<file path="src/rtl/wrg_pkg.sv">
package wrg_pkg;
  localparam int BANKS  = 8;
  localparam int BANK_W = $clog2(BANKS);
  localparam int CFG_W  = 5;
  localparam int CNT_W  = CFG_W + 2;

  localparam logic [2:0] CMD_WRITE = 3'b001;
  localparam logic [2:0] CMD_PRE   = 3'b010;

  typedef enum logic [1:0] {
    BURST_EIGHT = 2'b00,
    BURST_OTF   = 2'b01,
    BURST_CHOP  = 2'b10,
    BURST_RSVD  = 2'b11
  } burstMode_t;

  typedef struct packed {
    logic              wrHit;
    logic              preHit;
    logic [BANK_W-1:0] bank;
    logic [CNT_W-1:0]  loadVal;
  } ctlStrobe_t;
endpackage

</file>
<file path="src/rtl/wrg_control.sv">
module wrg_control
  import wrg_pkg::*;
(
  input  logic              cmdValid,
  input  logic [2:0]        cmdCode,
  input  logic [BANK_W-1:0] cmdBank,
  input  logic              cmdA12,
  input  logic [CFG_W-1:0]  cfgAl,
  input  logic [CFG_W-1:0]  cfgCwl,
  input  logic [1:0]        cfgBurst,
  input  logic [CFG_W-1:0]  cfgTwr,
  output ctlStrobe_t        ctl
);
  logic [CNT_W-1:0] burstClk;
  logic [CNT_W-1:0] total;

  always_comb begin
    case (burstMode_t'(cfgBurst))
      BURST_CHOP: burstClk = CNT_W'(2);
      BURST_OTF:  burstClk = cmdA12 ? CNT_W'(4) : CNT_W'(2);
      default:    burstClk = CNT_W'(4);
    endcase
  end

  // deadline relative to the WRITE cycle; counter holds it minus one
  assign total = CNT_W'(cfgAl) + CNT_W'(cfgCwl) + burstClk + CNT_W'(cfgTwr);

  always_comb begin
    ctl.wrHit   = cmdValid && (cmdCode == CMD_WRITE);
    ctl.preHit  = cmdValid && (cmdCode == CMD_PRE);
    ctl.bank    = cmdBank;
    ctl.loadVal = total - CNT_W'(1);
  end
endmodule

</file>
<file path="src/rtl/wrg_datapath.sv">
module wrg_datapath
  import wrg_pkg::*;
(
  input  logic              clk,
  input  logic              rst,
  input  ctlStrobe_t        ctl,
  output logic [BANKS-1:0]  preOk,
  output logic              violation,
  output logic [BANK_W-1:0] violBank,
  output logic              violSticky
);
  logic [CNT_W-1:0] cnt [BANKS];

  for (genvar b = 0; b < BANKS; b++) begin : g_bank
    logic [CNT_W-1:0] dec;
    logic             hitMe;
    assign dec   = (cnt[b] == '0) ? '0 : cnt[b] - CNT_W'(1);
    assign hitMe = ctl.wrHit && (ctl.bank == BANK_W'(b));

    always_ff @(posedge clk) begin
      if (rst)                              cnt[b] <= '0;
      else if (hitMe && ctl.loadVal > dec)  cnt[b] <= ctl.loadVal;
      else                                  cnt[b] <= dec;
    end

    assign preOk[b] = (cnt[b] == '0);

    // a rewrite never pulls the deadline in
    p_no_shorten_r7: assert property (@(posedge clk) disable iff (rst)
      (hitMe && cnt[b] > CNT_W'(1)) |=> (cnt[b] >= $past(cnt[b]) - CNT_W'(1)));

    // a bank not written cannot close
    p_bank_isolated_r6: assert property (@(posedge clk) disable iff (rst)
      (!hitMe && preOk[b]) |=> preOk[b]);
  end

  logic early;
  assign early = ctl.preHit && !preOk[ctl.bank];

  always_ff @(posedge clk) begin
    if (rst) begin
      violation  <= 1'b0;
      violBank   <= '0;
      violSticky <= 1'b0;
    end else begin
      violation <= early;
      if (early) begin
        violBank   <= ctl.bank;
        violSticky <= 1'b1;
      end
    end
  end

  // a write closes its bank on the next cycle
  p_write_closes_r2: assert property (@(posedge clk) disable iff (rst)
    ctl.wrHit |=> !preOk[$past(ctl.bank)]);

  // a violation pulse always leaves the sticky bit set
  p_viol_sticky_r8: assert property (@(posedge clk) disable iff (rst)
    violation |-> violSticky);

  // a permitted precharge never flags
  p_ok_no_viol_r9: assert property (@(posedge clk) disable iff (rst)
    (ctl.preHit && preOk[ctl.bank]) |=> !violation);

  // no precharge, no pulse
  p_quiet_r10: assert property (@(posedge clk) disable iff (rst)
    !ctl.preHit |=> !violation);
endmodule

</file>
<file path="src/rtl/wrRecoveryGuard.sv">
module wrRecoveryGuard
  import wrg_pkg::*;
(
  input  logic              clk,
  input  logic              rst,
  input  logic              cmdValid,
  input  logic [2:0]        cmdCode,
  input  logic [BANK_W-1:0] cmdBank,
  input  logic              cmdA12,
  input  logic [CFG_W-1:0]  cfgAl,
  input  logic [CFG_W-1:0]  cfgCwl,
  input  logic [1:0]        cfgBurst,
  input  logic [CFG_W-1:0]  cfgTwr,
  output logic [BANKS-1:0]  preOk,
  output logic              violation,
  output logic [BANK_W-1:0] violBank,
  output logic              violSticky
);
  ctlStrobe_t ctl;

  wrg_control u_ctl (
    .cmdValid(cmdValid), .cmdCode(cmdCode), .cmdBank(cmdBank), .cmdA12(cmdA12),
    .cfgAl(cfgAl), .cfgCwl(cfgCwl), .cfgBurst(cfgBurst), .cfgTwr(cfgTwr),
    .ctl(ctl)
  );

  wrg_datapath u_dp (
    .clk(clk), .rst(rst), .ctl(ctl), .preOk(preOk),
    .violation(violation), .violBank(violBank), .violSticky(violSticky)
  );

  // state after reset
  p_reset_state_r1: assert property (@(posedge clk)
    $past(rst) |-> ((&preOk) && !violation && !violSticky && violBank == '0));
endmodule

</file>
<file path="config.mk">
export PLATFORM = sky130hd
export DESIGN_NAME = wrRecoveryGuard
export DESIGN_NICKNAME = d
export VERILOG_FILES = /design/src/rtl/wrg_pkg.sv /design/src/rtl/wrg_control.sv /design/src/rtl/wrg_datapath.sv /design/src/rtl/wrRecoveryGuard.sv
export SDC_FILE = /design/constraint.sdc
export NUM_CORES = 1
export LEC_CHECK = 0
export CORE_MARGIN = 2
export CORE_UTILIZATION = 55
export DETAILED_ROUTE_END_ITERATION = 7
export PLACE_DENSITY = 0.75
export RECOVER_POWER = 50
export SKIP_LAST_GASP = 1
export SLEW_MARGIN = 30
export SYNTH_ARGS = -nofsm -noshare
export SYNTH_HDL_FRONTEND = slang
export SYNTH_SLANG_ARGS = --single-unit
</file>
<file path="constraint.sdc">
create_clock -name clk -period 8.64 [get_ports clk]
set_input_delay 1.728 -clock clk [delete_from_list [all_inputs] [get_ports clk]]
set_output_delay 1.728 -clock clk [all_outputs]
set_load 0.05 [all_outputs]
</file>
# After elaboration in Yosys (flattened, before gate mapping)
# Memories as Yosys holds them, arrays and structs flattened.
# Cells that the tools add are included.
[op_classes]
n_lt_le_gt_ge = 9
add_sub_neg = 12
n_eq_ne = 11
bitwise = 16
n_mux = 78
n_reduce_logical = 29
[ops]
columns = ["cell", "n"]
rows = [
  ["$mux 7", 24],
  ["$sub 7x1->7 const B", 9],
  ["$gt 7x7->1", 8],
  ["$logic_not 7->1", 8],
  ["$mux 1", 51],
  ["$logic_and 1x1->1", 19],
  ["$or 1x1->1", 16],
  ["$pmux 7 s2", 1],
  ["$eq 3x3->1 const B", 4],
  ["$eq 3x2->1 const B", 3],
  ["$add 7x5->7", 1],
  ["$add 7x7->7", 1],
  ["$add 5x5->6", 1],
  ["$eq 3x1->1 const B", 2],
  ["$lt 3x4->1 const B", 1],
  ["$bmux 1 s3", 1],
  ["$logic_not 3->1", 1],
  ["$mux 3", 1],
  ["$eq 2x1->1 const B", 1],
  ["$eq 2x2->1 const B", 1],
  ["$logic_not 1->1", 1],
]
[totals]
mem_count = 1
reg_bits = 5
inputBits = 27
output_inout_bits = 13
elab_cells = 159
ramBits = 56
[memory_table]
columns = ["memory", "depth", "word_bits", "read_ports", "rd_clocked_by_memory_dff", "wr", "line", "rtl"]
rows = [
  ["u_dp.cnt", 8, 7, 8, 0, 8, "wrg_datapath.sv:12", "logic [CNT_W-1:0] cnt [BANKS];"],
]

# Depth between registers and ports, before layout
[logic_depth]
ltp_word = 12
mapped_depth = 21
ltp_nobuf = 20

# Cells and area by module
# A second synthesis with hierarchy kept.
[hier_totals]
cells_unflattened = 651
area_unflattened_um2 = 6197.2
[modules_own_cells]
columns = ["module", "seq_area_each_um2", "n_inst", "area_per_inst_um2", "cells_each"]
rows = [
  ["wrg_datapath", 1781.7, 1, 5636.7, 583],
  ["wrg_control", 0.0, 1, 560.5, 68],
]

# Worst setup path before layout
# Ideal clock, no wire load.
[synth_path]
kind = "in2reg"
start = "input cfgAl[0]"
end = "memory u_dp.cnt[1][6] (netlist bit), data pin"
path_stages = 16
required_ns = 8.380
path_slack_ns = 2.286
path_buffers = 0
setup_ns = 0.260
arrival_ns = 6.094
path_cell_list = "ha_1 > inv_1 > fa_1 > xor2_1 > ha_1 > fa_1 > inv_1 > ha_1 > fa_1 > xor2_1 > ha_1 > a21o_1 > a32o_1 > a31o_2 > o211ai_2 > mux2_2"
[synth_rtl]
columns = ["item", "line", "rtl"]
rows = [
  ["start: declaration", "wrRecoveryGuard.sv:10", "input logic [CFG_W-1:0] cfgAl,"],
  ["end: declaration", "wrg_datapath.sv:12", ""],
]

==> impl_results.rst <==
.. list-table::
   :header-rows: 1

   * - Metric
     - Value
   * - Run status
     - finished with violations
   * - Violated checks
     - capacitance limit, slew limit
   * - Die height
     - 109.7 µm
   * - Synth top area cells
     - sky130_fd_sc_hd__edfxtp_1, sky130_fd_sc_hd__ha_1, sky130_fd_sc_hd__mux2i_1
   * - Number of detailed-route iterations in the first pass
     - 5
   * - Wire length per cell
     - about 18 µm
   * - # nets final
     - roughly 800
   * - Setup repair after global routing missed its margin
     - no
   * - Gate Count Post-Synth
     - roughly 620
   * - Setup crit end kind
     - flop
   * - Library cells used by synthesis
     - 57
   * - Global-route wire length before repair
     - 24580 µm
   * - Power Dens Cells
     - 219.1 nW/µm²
   * - Min-Delay Path Class
     - reg -> reg
   * - Number of register bits inferred by synthesis
     - a little over 60
   * - Count of hold-fix buffers inserted at cts
     - 0
   * - Number of gates given a new drive strength after cts
     - 0
   * - Worst-case vdd ir drop
     - between 0.1 and 0.15 mV
   * - CP max-delay cell
     - sky130_fd_sc_hd__o211ai_1
   * - Detail Placement HPWL
     - 11070 µm
   * - Commonest cells post-synth
     - sky130_fd_sc_hd__ha_1, sky130_fd_sc_hd__edfxtp_1, sky130_fd_sc_hd__mux2i_1
   * - Total GRT Usage
     - a little over a quarter
   * - Residual overflow from global routing
     - 0
   * - Cells along the critical path
     - dlygate4sd3_1 > ha_1 > inv_1 > fa_1 > xor2_1 > ha_1 > fa_1 > inv_1 > ha_1 > fa_1 > a21o_1 > a21oi_1 > xnor2_1 > ha_1 > nand3_1 > a211oi_1 > o211ai_1 > mux2_2
   * - Post-detailed-route DRC marker count
     - 0
   * - Average instance area after synthesis
     - 9.879 µm²
   * - Clock tree from TritonCTS
     - built
   * - Critical Path End
     - u_dp.cnt[1][6]
   * - Reg-to-Reg End
     - u_dp.cnt[0][6]
   * - Timing startpoint of the critical path
     - cfgAl[0]
   * - Total via count after detailed routing
     - approximately 5200
   * - Seq/Total Area, Yosys
     - between 20% and 30%
   * - Number of cells on the critical path
     - 18
   * - Pin count of the biggest net entering global routing
     - 71
   * - Number of setup violations in the final report
     - 0
   * - Transition time of the tightest slew-check pin
     - 1529 ps
   * - Number of ports placed on the die boundary
     - 40
   * - Number of buffers inserted during clock tree synthesis
     - 9
   * - Rel. slew slack
     - -2.849%
   * - Count of routing violations after the opening detailed-route iteration
     - 325
   * - Data arrival time of the critical path
     - 7230 ps
   * - Worst path buffer plus inverter count
     - 3
   * - Critical path launch point type
     - input port
   * - Top delay family on crit path
     - adder cells
   * - Routability cong.
     - 0.8475
   * - Critical path peak fanout
     - 9
   * - Antenna-violating nets left
     - 0
   * - Required time of the worst setup path
     - 8760 ps
   * - Post-Synthesis Cell Area
     - about 6100 µm²
   * - Final design utilization
     - 64.41%
   * - Final Slew Violations
     - 11
   * - Synth-to-layout area growth
     - 14.13%
   * - Highest Clock Rate
     - 140.7 MHz
   * - Clock-pin slew reported for the worst setup and hold paths after clock tree synthesis
     - about 70 ps
   * - Area of the multi-input gates
     - about 4200 µm²
   * - Max-capacitance violation count
     - 1
   * - Critical path's most frequent cell
     - sky130_fd_sc_hd__ha_1
   * - Fillcell total
     - 922
   * - Vias per std cell
     - 6.084
   * - Rows
     - 38
   * - Root cell of the clock tree
     - sky130_fd_sc_hd__clkbuf_8
   * - Clock latency of the later-clocked register in the worst-skew pair
     - between 300 and 400 ps
   * - Top FF cell, synth
     - sky130_fd_sc_hd__edfxtp_1
   * - Storage cell area
     - 1782 µm²
   * - Die area
     - 12030 µm²
   * - Most used standard cell by instance count after synthesis
     - sky130_fd_sc_hd__ha_1
   * - Buffer levels on the longest clock path
     - 2
   * - PnR Total Power
     - 1537 µW
   * - Die outline width
     - 109.7 µm
   * - Number of antenna violations at the first check in global routing
     - 0
   * - Post-CTS Repair Setup Buffers
     - 0
   * - Diodes inserted
     - 0
   * - Post-route clock skew
     - 7.978 ps
   * - R2R Path Start
     - u_dp.cnt[0][0]
   * - Async SR Flop Fraction
     - 0%
   * - Standby leakage power
     - 0.003325 µW
   * - Proportion of layout cells with a drive suffix above 1
     - 11.69%
   * - Crit path largest cell delay
     - around 740 ps
   * - Number of cells on the worst reg-to-reg path
     - 11
   * - Number of synthesized flops with an enable pin
     - 56
   * - Worst hold margin
     - 462.6 ps
   * - Clock sink total
     - between 60 and 70
   * - Minimum clock period
     - between 7000 and 8000 ps
   * - R2R Setup Slk
     - 4110 ps
   * - Count of port buffers added during placement
     - 39
   * - Detailed Route WL
     - 15410 µm
   * - Area share of the largest cell type after synthesis
     - 27.37%
   * - CP Class
     - in -> reg
   * - Core box area
     - approximately 11000 µm²
   * - Vias in the first global route
     - 5153
   * - Setup TNS
     - 0 ps
   * - Initial core utilization
     - 56.44%
   * - Depth of the CTS H-tree
     - 3
   * - Library cell occupying the most area in the post-synthesis netlist
     - sky130_fd_sc_hd__edfxtp_1
   * - Crit share post-route
     - between 80 and 90%
   * - Number of synthesis warnings
     - 0
   * - Hold Violations, Final
     - 0
==> where the power goes <==
group | internal (µW) | switching (µW)
logic | 363 | 540
registers | 352 | 21.0
clock network | 144 | 116
total | 859 | 677
==> layout by cell type, fill, tap and decap left out, types with 4 or more instances in the layout <==
cell,n
sky130_fd_sc_hd__nand3_1,14
sky130_fd_sc_hd__or2_2,35
sky130_fd_sc_hd__a32o_1,5
sky130_fd_sc_hd__nand2b_1,23
sky130_fd_sc_hd__a31oi_1,7
sky130_fd_sc_hd__clkbuf_8,14
sky130_fd_sc_hd__inv_1,50
sky130_fd_sc_hd__or4_4,5
sky130_fd_sc_hd__mux2i_1,55
sky130_fd_sc_hd__a21o_1,34
sky130_fd_sc_hd__a2111o_1,5
sky130_fd_sc_hd__o211ai_1,9
sky130_fd_sc_hd__nor4_1,5
sky130_fd_sc_hd__nor2_1,27
sky130_fd_sc_hd__buf_4,7
sky130_fd_sc_hd__nand2_1,4
sky130_fd_sc_hd__a211oi_1,7
sky130_fd_sc_hd__xor2_1,17
sky130_fd_sc_hd__xnor2_1,4
sky130_fd_sc_hd__mux2_2,5
sky130_fd_sc_hd__a21oi_1,19
sky130_fd_sc_hd__o31ai_1,13
sky130_fd_sc_hd__fa_1,4
sky130_fd_sc_hd__or3_1,27
sky130_fd_sc_hd__ha_1,75
sky130_fd_sc_hd__or3b_2,4
sky130_fd_sc_hd__or4_1,6
sky130_fd_sc_hd__edfxtp_1,56
sky130_fd_sc_hd__dfxtp_1,5
sky130_fd_sc_hd__o21bai_1,5
sky130_fd_sc_hd__dlygate4sd3_1,13
sky130_fd_sc_hd__o21ai_0,13
sky130_fd_sc_hd__a211o_1,16
sky130_fd_sc_hd__clkdlybuf4s50_1,25
sky130_fd_sc_hd__nor2b_1,5
sky130_fd_sc_hd__conb_1,56
==> flip-flops by register name (all words and copies together) (netlist names) <==
name / flops
u_dp.violBank: 3
u_dp.violation: 1
u_dp.cnt: 56
u_dp.violSticky: 1
==> logic make-up (layout without fill, tap and decap cells) <==
family	after synthesis	count (layout)	share of synthesized area (%)
muxes	65	65	11.34
xor gates and xnor gates	21	21	2.993
AOI/OAI and AO/OA	148	148	17.98
DFF	61	61	29.00
adders and majority gates	79	79	16.58
buffers and inverters	79	112	5.213
other	1	56	0.06103
and+or+nand+nor	168	168	16.84
==> metrics by stage <==
stage	cells	setup WS, ps	instance area [µm²]
floorplan	677	2286	6351
global placement	834	1495	6837
detailed placement	834	1440	6844
CTS	850	1834	7044
global route	850	1260	7013
finish	850	1534	7013
==> layout make-up <==
cell class              count  area share [%]
clock buffers              16           2.855
well taps                 140           2.498
multi-input cells         537           60.32
inverters                  50           2.676
flip-flops and latches     61           25.41
repair buffers             46           6.244
==> tightest hold or removal path, stage by stage (launching register included) <==
cell,delay [ps]
sky130_fd_sc_hd__dfxtp_1,310
sky130_fd_sc_hd__inv_1,50
sky130_fd_sc_hd__a21oi_1,60
==> how the worst min path moves through the flow <==
stage,from,endpoint,slack [ps],cells after the start
2_1_floorplan,u_dp.violSticky,u_dp.violSticky,660,2
3_3_place_gp,u_dp.violSticky,u_dp.violSticky,430,2
3_5_place_dp,u_dp.violSticky,u_dp.violSticky,460,2
4_1_cts,u_dp.violSticky,u_dp.violSticky,470,2
5_1_grt,u_dp.violSticky,u_dp.violSticky,500,2
6_report,u_dp.violSticky,u_dp.violSticky,460,2
==> per-layer routing <==
layer	track usage (%)	up-vias	share of wire (%)
met4	13.11	0	3.6
met2	46.16	184	48
li1	-	2449	-
met3	4.683	43	6.0
met5	0	-	0
met1	33.82	2495	42
Power figures use the tool's default switching activity.
